===== src/rtl/gcq_pkg.sv =====
package gcq_pkg;

  typedef enum logic [1:0] {S_IDLE, S_HDR, S_PLD, S_CRC} tx_state_e;

  function automatic logic [5:0] ecc_column(input int unsigned bit_idx);
    logic [5:0] c;
    case (bit_idx)
      0: c = 6'h07;  1: c = 6'h0B;  2: c = 6'h0D;  3: c = 6'h0E;
      4: c = 6'h13;  5: c = 6'h15;  6: c = 6'h16;  7: c = 6'h19;
      8: c = 6'h1A;  9: c = 6'h1C; 10: c = 6'h23; 11: c = 6'h25;
      12: c = 6'h26; 13: c = 6'h29; 14: c = 6'h2A; 15: c = 6'h2C;
      16: c = 6'h31; 17: c = 6'h32; 18: c = 6'h34; 19: c = 6'h38;
      20: c = 6'h1F; 21: c = 6'h2F; 22: c = 6'h37; default: c = 6'h3B;
    endcase
    return c;
  endfunction

  function automatic logic [5:0] hdr_ecc(input logic [23:0] h);
    logic [5:0] acc;
    acc = '0;
    for (int unsigned i = 0; i < 24; i++) begin
      if (h[i]) acc = acc ^ ecc_column(i);
    end
    return acc;
  endfunction

  function automatic logic [15:0] crc_step(input logic [15:0] c, input logic [7:0] b);
    logic [15:0] r;
    r = c ^ {8'h00, b};
    for (int i = 0; i < 8; i++) begin
      r = r[0] ? ((r >> 1) ^ 16'h8408) : (r >> 1);
    end
    return r;
  endfunction

  function automatic logic type_is_dropped(input logic [5:0] dt);
    return (dt == 6'h09) || (dt == 6'h19);
  endfunction

  function automatic logic type_is_read(input logic [5:0] dt);
    return (dt == 6'h04) || (dt == 6'h14) || (dt == 6'h24) || (dt == 6'h06);
  endfunction

endpackage


===== src/rtl/gcq_fifo.sv =====
module gcq_fifo #(
  parameter int WIDTH = 32,
  parameter int DEPTH = 8
) (
  input  logic             clk,
  input  logic             rst_n,
  input  logic             push,
  input  logic [WIDTH-1:0] din,
  input  logic             pop,
  output logic [WIDTH-1:0] dout,
  output logic             empty
);
  localparam int AW = (DEPTH > 1) ? $clog2(DEPTH) : 1;
  localparam logic [AW-1:0] LAST = AW'(DEPTH - 1);
  localparam logic [AW:0]   FULL_CNT = (AW+1)'(DEPTH);

  logic [WIDTH-1:0] mem [DEPTH];
  logic [AW-1:0] wr_q, wr_d, rd_q, rd_d;
  logic [AW:0]   cnt_q, cnt_d;
  logic          do_push, do_pop;

  assign empty   = (cnt_q == '0);
  assign do_push = push && (cnt_q != FULL_CNT);
  assign do_pop  = pop && !empty;
  assign dout    = mem[rd_q];

  always_comb begin
    wr_d  = wr_q;
    rd_d  = rd_q;
    cnt_d = cnt_q;
    if (do_push) wr_d = (wr_q == LAST) ? '0 : wr_q + 1'b1;
    if (do_pop)  rd_d = (rd_q == LAST) ? '0 : rd_q + 1'b1;
    if (do_push && !do_pop) cnt_d = cnt_q + 1'b1;
    else if (!do_push && do_pop) cnt_d = cnt_q - 1'b1;
  end

  always_ff @(posedge clk or negedge rst_n) begin
    if (!rst_n) begin
      wr_q  <= '0;
      rd_q  <= '0;
      cnt_q <= '0;
    end else begin
      wr_q  <= wr_d;
      rd_q  <= rd_d;
      cnt_q <= cnt_d;
    end
  end

  always_ff @(posedge clk) begin
    if (do_push) mem[wr_q] <= din;
  end


  no_pop_empty_chk: assert property (@(posedge clk) disable iff (!rst_n)
    pop |-> !empty);

endmodule


===== src/rtl/gcq_tx.sv =====
module gcq_tx
  import gcq_pkg::*;
(
  input  logic        clk,
  input  logic        rst_n,
  input  logic        cmd_empty,
  input  logic [23:0] cmd_word,
  output logic        cmd_pop,
  input  logic        pld_empty,
  input  logic [31:0] pld_word,
  output logic        pld_pop,
  output logic        out_valid,
  output logic [7:0]  out_data,
  output logic        out_last,
  input  logic        out_ready,
  output logic        underflow,
  output logic        rd_req
);
  tx_state_e   state_q, state_d;
  logic [23:0] hdr_q, hdr_d;
  logic [15:0] idx_q, idx_d;
  logic [15:0] crc_q, crc_d;
  logic [15:0] wc;
  logic        is_long;
  logic [1:0]  lane;
  logic        last_pld;

  assign wc       = {hdr_q[23:16], hdr_q[15:8]};
  assign is_long  = hdr_q[3];
  assign lane     = idx_q[1:0];
  assign last_pld = (idx_q == wc - 16'd1);

  always_comb begin
    state_d   = state_q;
    hdr_d     = hdr_q;
    idx_d     = idx_q;
    crc_d     = crc_q;
    cmd_pop   = 1'b0;
    pld_pop   = 1'b0;
    out_valid = 1'b0;
    out_data  = 8'h00;
    out_last  = 1'b0;
    underflow = 1'b0;
    rd_req    = 1'b0;
    case (state_q)
      S_IDLE: begin
        if (!cmd_empty) begin
          cmd_pop = 1'b1;
          if (!type_is_dropped(cmd_word[5:0])) begin
            hdr_d   = cmd_word;
            idx_d   = '0;
            crc_d   = 16'hFFFF;
            state_d = S_HDR;
            rd_req  = type_is_read(cmd_word[5:0]);
          end
        end
      end
      S_HDR: begin
        out_valid = 1'b1;
        case (lane)
          2'd0:    out_data = hdr_q[7:0];
          2'd1:    out_data = hdr_q[15:8];
          2'd2:    out_data = hdr_q[23:16];
          default: out_data = {2'b00, hdr_ecc(hdr_q)};
        endcase
        out_last = (lane == 2'd3) && !is_long;
        if (out_ready) begin
          if (lane == 2'd3) begin
            idx_d = '0;
            if (!is_long)        state_d = S_IDLE;
            else if (wc == '0)   state_d = S_CRC;
            else                 state_d = S_PLD;
          end else begin
            idx_d = idx_q + 16'd1;
          end
        end
      end
      S_PLD: begin
        if (pld_empty) begin
          underflow = 1'b1;
        end else begin
          out_valid = 1'b1;
          out_data  = pld_word[{lane, 3'b000} +: 8];
          if (out_ready) begin
            crc_d   = crc_step(crc_q, out_data);
            pld_pop = (lane == 2'd3) || last_pld;
            if (last_pld) begin
              idx_d   = '0;
              state_d = S_CRC;
            end else begin
              idx_d = idx_q + 16'd1;
            end
          end
        end
      end
      default: begin
        out_valid = 1'b1;
        out_data  = idx_q[0] ? crc_q[15:8] : crc_q[7:0];
        out_last  = idx_q[0];
        if (out_ready) begin
          if (idx_q[0]) begin
            idx_d   = '0;
            state_d = S_IDLE;
          end else begin
            idx_d = idx_q + 16'd1;
          end
        end
      end
    endcase
  end

  always_ff @(posedge clk or negedge rst_n) begin
    if (!rst_n) begin
      state_q <= S_IDLE;
      hdr_q   <= '0;
      idx_q   <= '0;
      crc_q   <= '0;
    end else begin
      state_q <= state_d;
      hdr_q   <= hdr_d;
      idx_q   <= idx_d;
      crc_q   <= crc_d;
    end
  end


  stall_no_valid_chk: assert property (@(posedge clk) disable iff (!rst_n)
    underflow |-> !out_valid);


  hold_under_backpressure_chk: assert property (@(posedge clk) disable iff (!rst_n)
    (out_valid && !out_ready) |=> (out_valid && $stable(out_data) && $stable(out_last)));


  gap_after_last_chk: assert property (@(posedge clk) disable iff (!rst_n)
    (out_valid && out_ready && out_last) |=> !out_valid);

endmodule


===== src/rtl/gen_cmd_queue.sv =====
module gen_cmd_queue #(
  parameter int PLD_DEPTH = 16,
  parameter int CMD_DEPTH = 4,
  parameter int RSP_DEPTH = 8
) (
  input  logic        clk,
  input  logic        rst_n,
  input  logic        pld_wr_en,
  input  logic [31:0] pld_wr_data,
  input  logic        hdr_wr_en,
  input  logic [23:0] hdr_wr_data,
  output logic        out_valid,
  output logic [7:0]  out_data,
  output logic        out_last,
  input  logic        out_ready,
  output logic        underflow,
  input  logic        rsp_wr_en,
  input  logic [31:0] rsp_wr_data,
  input  logic        rsp_rd_en,
  output logic [31:0] rsp_rd_data,
  input  logic        rsp_done,
  output logic [7:0]  status
);
  logic        cmd_empty, cmd_pop, pld_empty, pld_pop, rsp_empty, rd_req;
  logic [23:0] cmd_word;
  logic [31:0] pld_word;
  logic        rd_done_q, rd_done_d;

  gcq_fifo #(.WIDTH(32), .DEPTH(PLD_DEPTH)) pld_fifo_i (
    .clk(clk), .rst_n(rst_n), .push(pld_wr_en), .din(pld_wr_data),
    .pop(pld_pop), .dout(pld_word), .empty(pld_empty));

  gcq_fifo #(.WIDTH(24), .DEPTH(CMD_DEPTH)) cmd_fifo_i (
    .clk(clk), .rst_n(rst_n), .push(hdr_wr_en), .din(hdr_wr_data),
    .pop(cmd_pop), .dout(cmd_word), .empty(cmd_empty));

  gcq_fifo #(.WIDTH(32), .DEPTH(RSP_DEPTH)) rsp_fifo_i (
    .clk(clk), .rst_n(rst_n), .push(rsp_wr_en), .din(rsp_wr_data),
    .pop(rsp_rd_en), .dout(rsp_rd_data), .empty(rsp_empty));

  gcq_tx tx_i (
    .clk(clk), .rst_n(rst_n),
    .cmd_empty(cmd_empty), .cmd_word(cmd_word), .cmd_pop(cmd_pop),
    .pld_empty(pld_empty), .pld_word(pld_word), .pld_pop(pld_pop),
    .out_valid(out_valid), .out_data(out_data), .out_last(out_last),
    .out_ready(out_ready), .underflow(underflow), .rd_req(rd_req));

  always_comb begin
    rd_done_d = rd_done_q;
    if (rd_req)        rd_done_d = 1'b0;
    else if (rsp_done) rd_done_d = 1'b1;
  end

  always_ff @(posedge clk or negedge rst_n) begin
    if (!rst_n) rd_done_q <= 1'b0;
    else        rd_done_q <= rd_done_d;
  end

  assign status = {rd_done_q, 1'b0, cmd_empty, 1'b0, pld_empty, 1'b0, rsp_empty, 1'b0};


  rd_done_set_chk: assert property (@(posedge clk) disable iff (!rst_n)
    (rsp_done && !rd_req) |=> status[7]);

endmodule


===== config.mk =====
export PLATFORM = sky130hd
export DESIGN_NAME = gen_cmd_queue
export DESIGN_NICKNAME = d
export VERILOG_FILES = /design/src/rtl/gcq_pkg.sv /design/src/rtl/gcq_fifo.sv /design/src/rtl/gcq_tx.sv /design/src/rtl/gen_cmd_queue.sv
export SDC_FILE = /design/constraint.sdc
export NUM_CORES = 1
export LEC_CHECK = 0
export BUFFER_PORTS_ARGS = -buffer_cell sky130_fd_sc_hd__buf_4
export CAP_MARGIN = 20
export CORE_UTILIZATION = 40
export CTS_BUF_LIST = sky130_fd_sc_hd__clkbuf_8
export CTS_CLUSTER_DIAMETER = 30
export CTS_CLUSTER_SIZE = 30
export DETAILED_ROUTE_END_ITERATION = 8
export SYNTH_ARGS = -nofsm -noshare
export SYNTH_HDL_FRONTEND = slang
export SYNTH_SLANG_ARGS = --single-unit

===== constraint.sdc =====
create_clock -name clk -period 5.2 [get_ports clk]
set_input_delay 0 -clock clk [delete_from_list [all_inputs] [get_ports clk]]
set_output_delay 0 -clock clk [all_outputs]
set_load 0.02 [all_outputs]

==> out/metrics.yaml <==
drt_drc_violations_left: 0
placementRows: 114
hold_class: "primary input to flop"
crit-reg2reg-capture: "pld_fifo_i.cnt_q[4]$_DFFE_PN0P_"
max_freq_ghz: 0.215
detail_route.vias_per_cell: 5.34
power-per-cell-area_mw_per_mm2: 545
skew_ns: 0.0811
run_status: "finished, final reports clean"
timing.final.setup_violations: 0
rrSetupSlack_ns: 0.79
vdd_ir_drop_max_mv: 0.404
cts_resized: 0
worst_slew_margin_rel_pct: 26.3
grtUsageTotal_pct: 19.1
first_pass_grt_wire_length_microns: 140000
post_route_clock_period_utilization_pct: 89.3
post_synthesis_register_bit_count: 953
pin_count: 147
detail-route-antenna-nets: 0
capture_endpoint_of_the_worst_hold_path: "pld_fifo_i.mem[7][21]$_DFFE_PP_"
synth.cell_area_sq_mm: 0.0390
slack_of_the_critical_path_ns: 0.556
synth_commonest_cells: "edfxtp_1 (864), mux4_2 (187), mux2i_1 (92)"
critPathMaxFanout: 48
synthMuxAreaShare_pct: 14.9
seq_total_area_yosys_pct: 72.2
yosys.area_share.simple_pct: 3.31
holdPathStages: 2
design.core.area_sq_mm: 0.0967
synthDistinctLibCells: 74
antenna_found_initial: 5
layout-drive-gt1-share_pct: 30.1
r2r_start: "tx_i.hdr_q[8]$_DFFE_PN0P_"
tritoncts: "done"
finalMaxSlewViolations: 0
post-dp-hpwl_microns: 54300
global_route.overflow_total: 0
ys_warn_count: 0
synth_xor_area_share_pct: 2.67
maximum_root_to_sink_buffer_count: 3
grt_max_degree: 58
signed_area_change_from_the_synthesized_netlist_to_the_final_layout_pct: 23.3
final_count_of_hold_timing_violations: 0
worstSetupEndpointType: "output port"
cell_types_with_the_largest_area_share_after_synthesis: "edfxtp_1 (66%), mux4_2 (11%), dfrtp_1 (5.7%)"
required_time_at_the_endpoint_of_the_critical_path_ns: 5.20
port_buffers: 142
final.fill_count: 7884
gpl.final_weighted_congestion: 0.818
startpoint_type: "flop"
dr_total_vias: 21298
final_core_utilization_pct: 49.7
post_synthesis_compound_gate_area_fraction_pct: 4.00
yosys.cell_count.top_type: "edfxtp_1"
synth_top_family_by_area: "multiplexers"
drt_iter0_drc: 1814
wl_per_cell_microns: 23.4
die_h_microns: 314
min_period_ns: 4.64
clk_pin_slew_ns: 0.07
number_of_enable_type_register_cells_in_the_synthesized_netlist: 864
worst_skew_pair_latency_ns: 0.88
static-leakage-power_nw: 16.1
synth_largest_area_cell: "edfxtp_1"
reg2reg_depth: 16
worst_setup_slack_post_dpl_ns: 0.824
detailedRoute.firstPassIterationCount: 7
layout.nets: 2679
netlist.area_leader.share_pct: 66.5
die_outline_area_sq_mm: 0.0988
postSynth.asyncResetShare_pct: 9.34
mean_cell_area_of_the_mapped_netlist_sq_um: 18.7
worst_ep_arrival_time_ns: 4.64
dieWidth_microns: 314
timing.hold.worst.start: "pld_wr_data[21]"
drt-total-wl_microns: 93200
max_cap_viol_count: 0
ys_dominant_reg_cell: "edfxtp_1"
synth_cells: 2087
power_mw: 26.2
crit_type: "flop to output port"
grt_pass1_vias: 22750
starting_density_pct: 40.3
clock_tree.htree_level_count: 4
max_slew.worst_pin.slew_ns: 1.10
synth_adder_area_share_pct: 1.15
numCtsBuffers: 185
rsz0062_at_grt: "false"
finalSetupTns_ns: 0
cts_num_sinks: 953
clockRootBuffer: "clkbuf_8"
## how the worst max path moves through the flow
| stage | slack, ns | depth (start not counted) | start | to |
|---|---|---|---|---|
| final | 0.56 | 8 | pld_fifo_i.rd_q[0]$_DFFE_PN0P_ | out_data[4] |
| after detailed placement | 0.82 | 16 | tx_i.hdr_q[8]$_DFFE_PN0P_ | pld_fifo_i.cnt_q[4]$_DFFE_PN0P_ |
| after CTS | 0.40 | 8 | pld_fifo_i.rd_q[0]$_DFFE_PN0P_ | out_data[4] |
| after floorplan | 0.91 | 4 | rsp_fifo_i.cnt_q[0]$_DFFE_PN0P_ | rsp_fifo_i.mem[0][0]$_DFFE_PP_ |
| after global routing | 0.34 | 8 | pld_fifo_i.rd_q[0]$_DFFE_PN0P_ | out_data[4] |
| after global placement | 0.83 | 16 | tx_i.hdr_q[8]$_DFFE_PN0P_ | pld_fifo_i.cnt_q[4]$_DFFE_PN0P_ |
## logic make-up (layout without fill, tap and decap cells)
| family | count (synthesis) | count (layout) |
|---|---|---|
| AOI/OAI and AO/OA | 227 | 227 |
| xor gates and xnor gates | 111 | 111 |
| adders and majority gates | 34 | 34 |
| buffers and inverters | 150 | 771 |
| DFF | 953 | 953 |
| muxes | 339 | 339 |
| other | 1 | 6 |
| and+or+nand+nor | 272 | 272 |
## stage by stage
stage,hold slack (ns),std cells,instance area (sq um)
after CTS,0.0407,3985,48100
after floorplan,-0.296,2090,39000
final,0.114,3989,48100
after global placement,0.161,3447,41800
after global routing,0.0743,3989,48100
after detailed placement,0.177,3449,41800
## where the power goes
| group | leakage, nW | switching [mW] | internal [mW] |
|---|---|---|---|
| sequential | 8.86 | 0.793 | 9.46 |
| clock | 2.22 | 3.62 | 4.88 |
| combinational | 5.06 | 4.02 | 3.44 |
## routing by layer
layer  part of all wire [%]  global-route usage, %
met5                  0.036                      0
met1                     41                   24.3
met3                    6.3                   4.20
met2                     50                   31.7
met4                    3.0                   7.63
## what timing repair did
item,CTS,global route
hold buffers,187,0
setup buffers,0,0
endpoints found under the hold margin,1015,0
## cell type report
class                           instances  area (sq um)  share of cell area [%]
Sequential cell                       953         28200                    58.6
Multi-Input combinational cell        987         10300                    21.5
Timing Repair Buffer                  396          3520                    7.31
Clock buffer                          188          2590                    5.38
Clock inverter                        161          1760                    3.66
Tap cell                             1276          1600                    3.32
Inverter                               26          97.6                   0.203
Antenna cell                            2          5.00                  0.0104
## critical path, cell delays in order, from the launching register on
cell and delay [ns]:
dfrtp_4 0.90, buf_12 0.41, buf_4 0.41, mux4_2 0.56, mux4_2 0.48, nand2b_1 0.17
a32o_1 0.31, a22o_1 0.31, buf_4 0.17
## sequential cells by signal, indices dropped and copies added, names as in the netlist, 5 cells and up
signal            flops
pld_fifo_i.cnt_q      5
pld_fifo_i.mem      512
tx_i.crc_q           16
tx_i.hdr_q           24
tx_i.idx_q           16
cmd_fifo_i.mem       96
rsp_fifo_i.mem      256
## placed cells by master (no fill, tap or decap), drive strengths merged, types with 9 or more instances in the layout
cell type    Yosys  routed
clkinv           2      69
a21oi           46      46
nand2           89      89
a22oi           31      31
xor2            38      38
clkinvlp         0      23
edfxtp         864     864
nand2b          12      12
clkbuf          60     188
nor4             9       9
dlygate4sd3      0     186
mux2            60      60
a221oi          10      10
and2             9       9
mux2i           92      92
bufinv           0      26
buf             64     210
ha              31      31
xnor2           68      68
mux4           187     187
nand3           19      19
nor2            69      69
dfrtp           89      89
nor3            22      22
inv             24      69
o21ai           49      49
(Power assumes the default switching activity.)
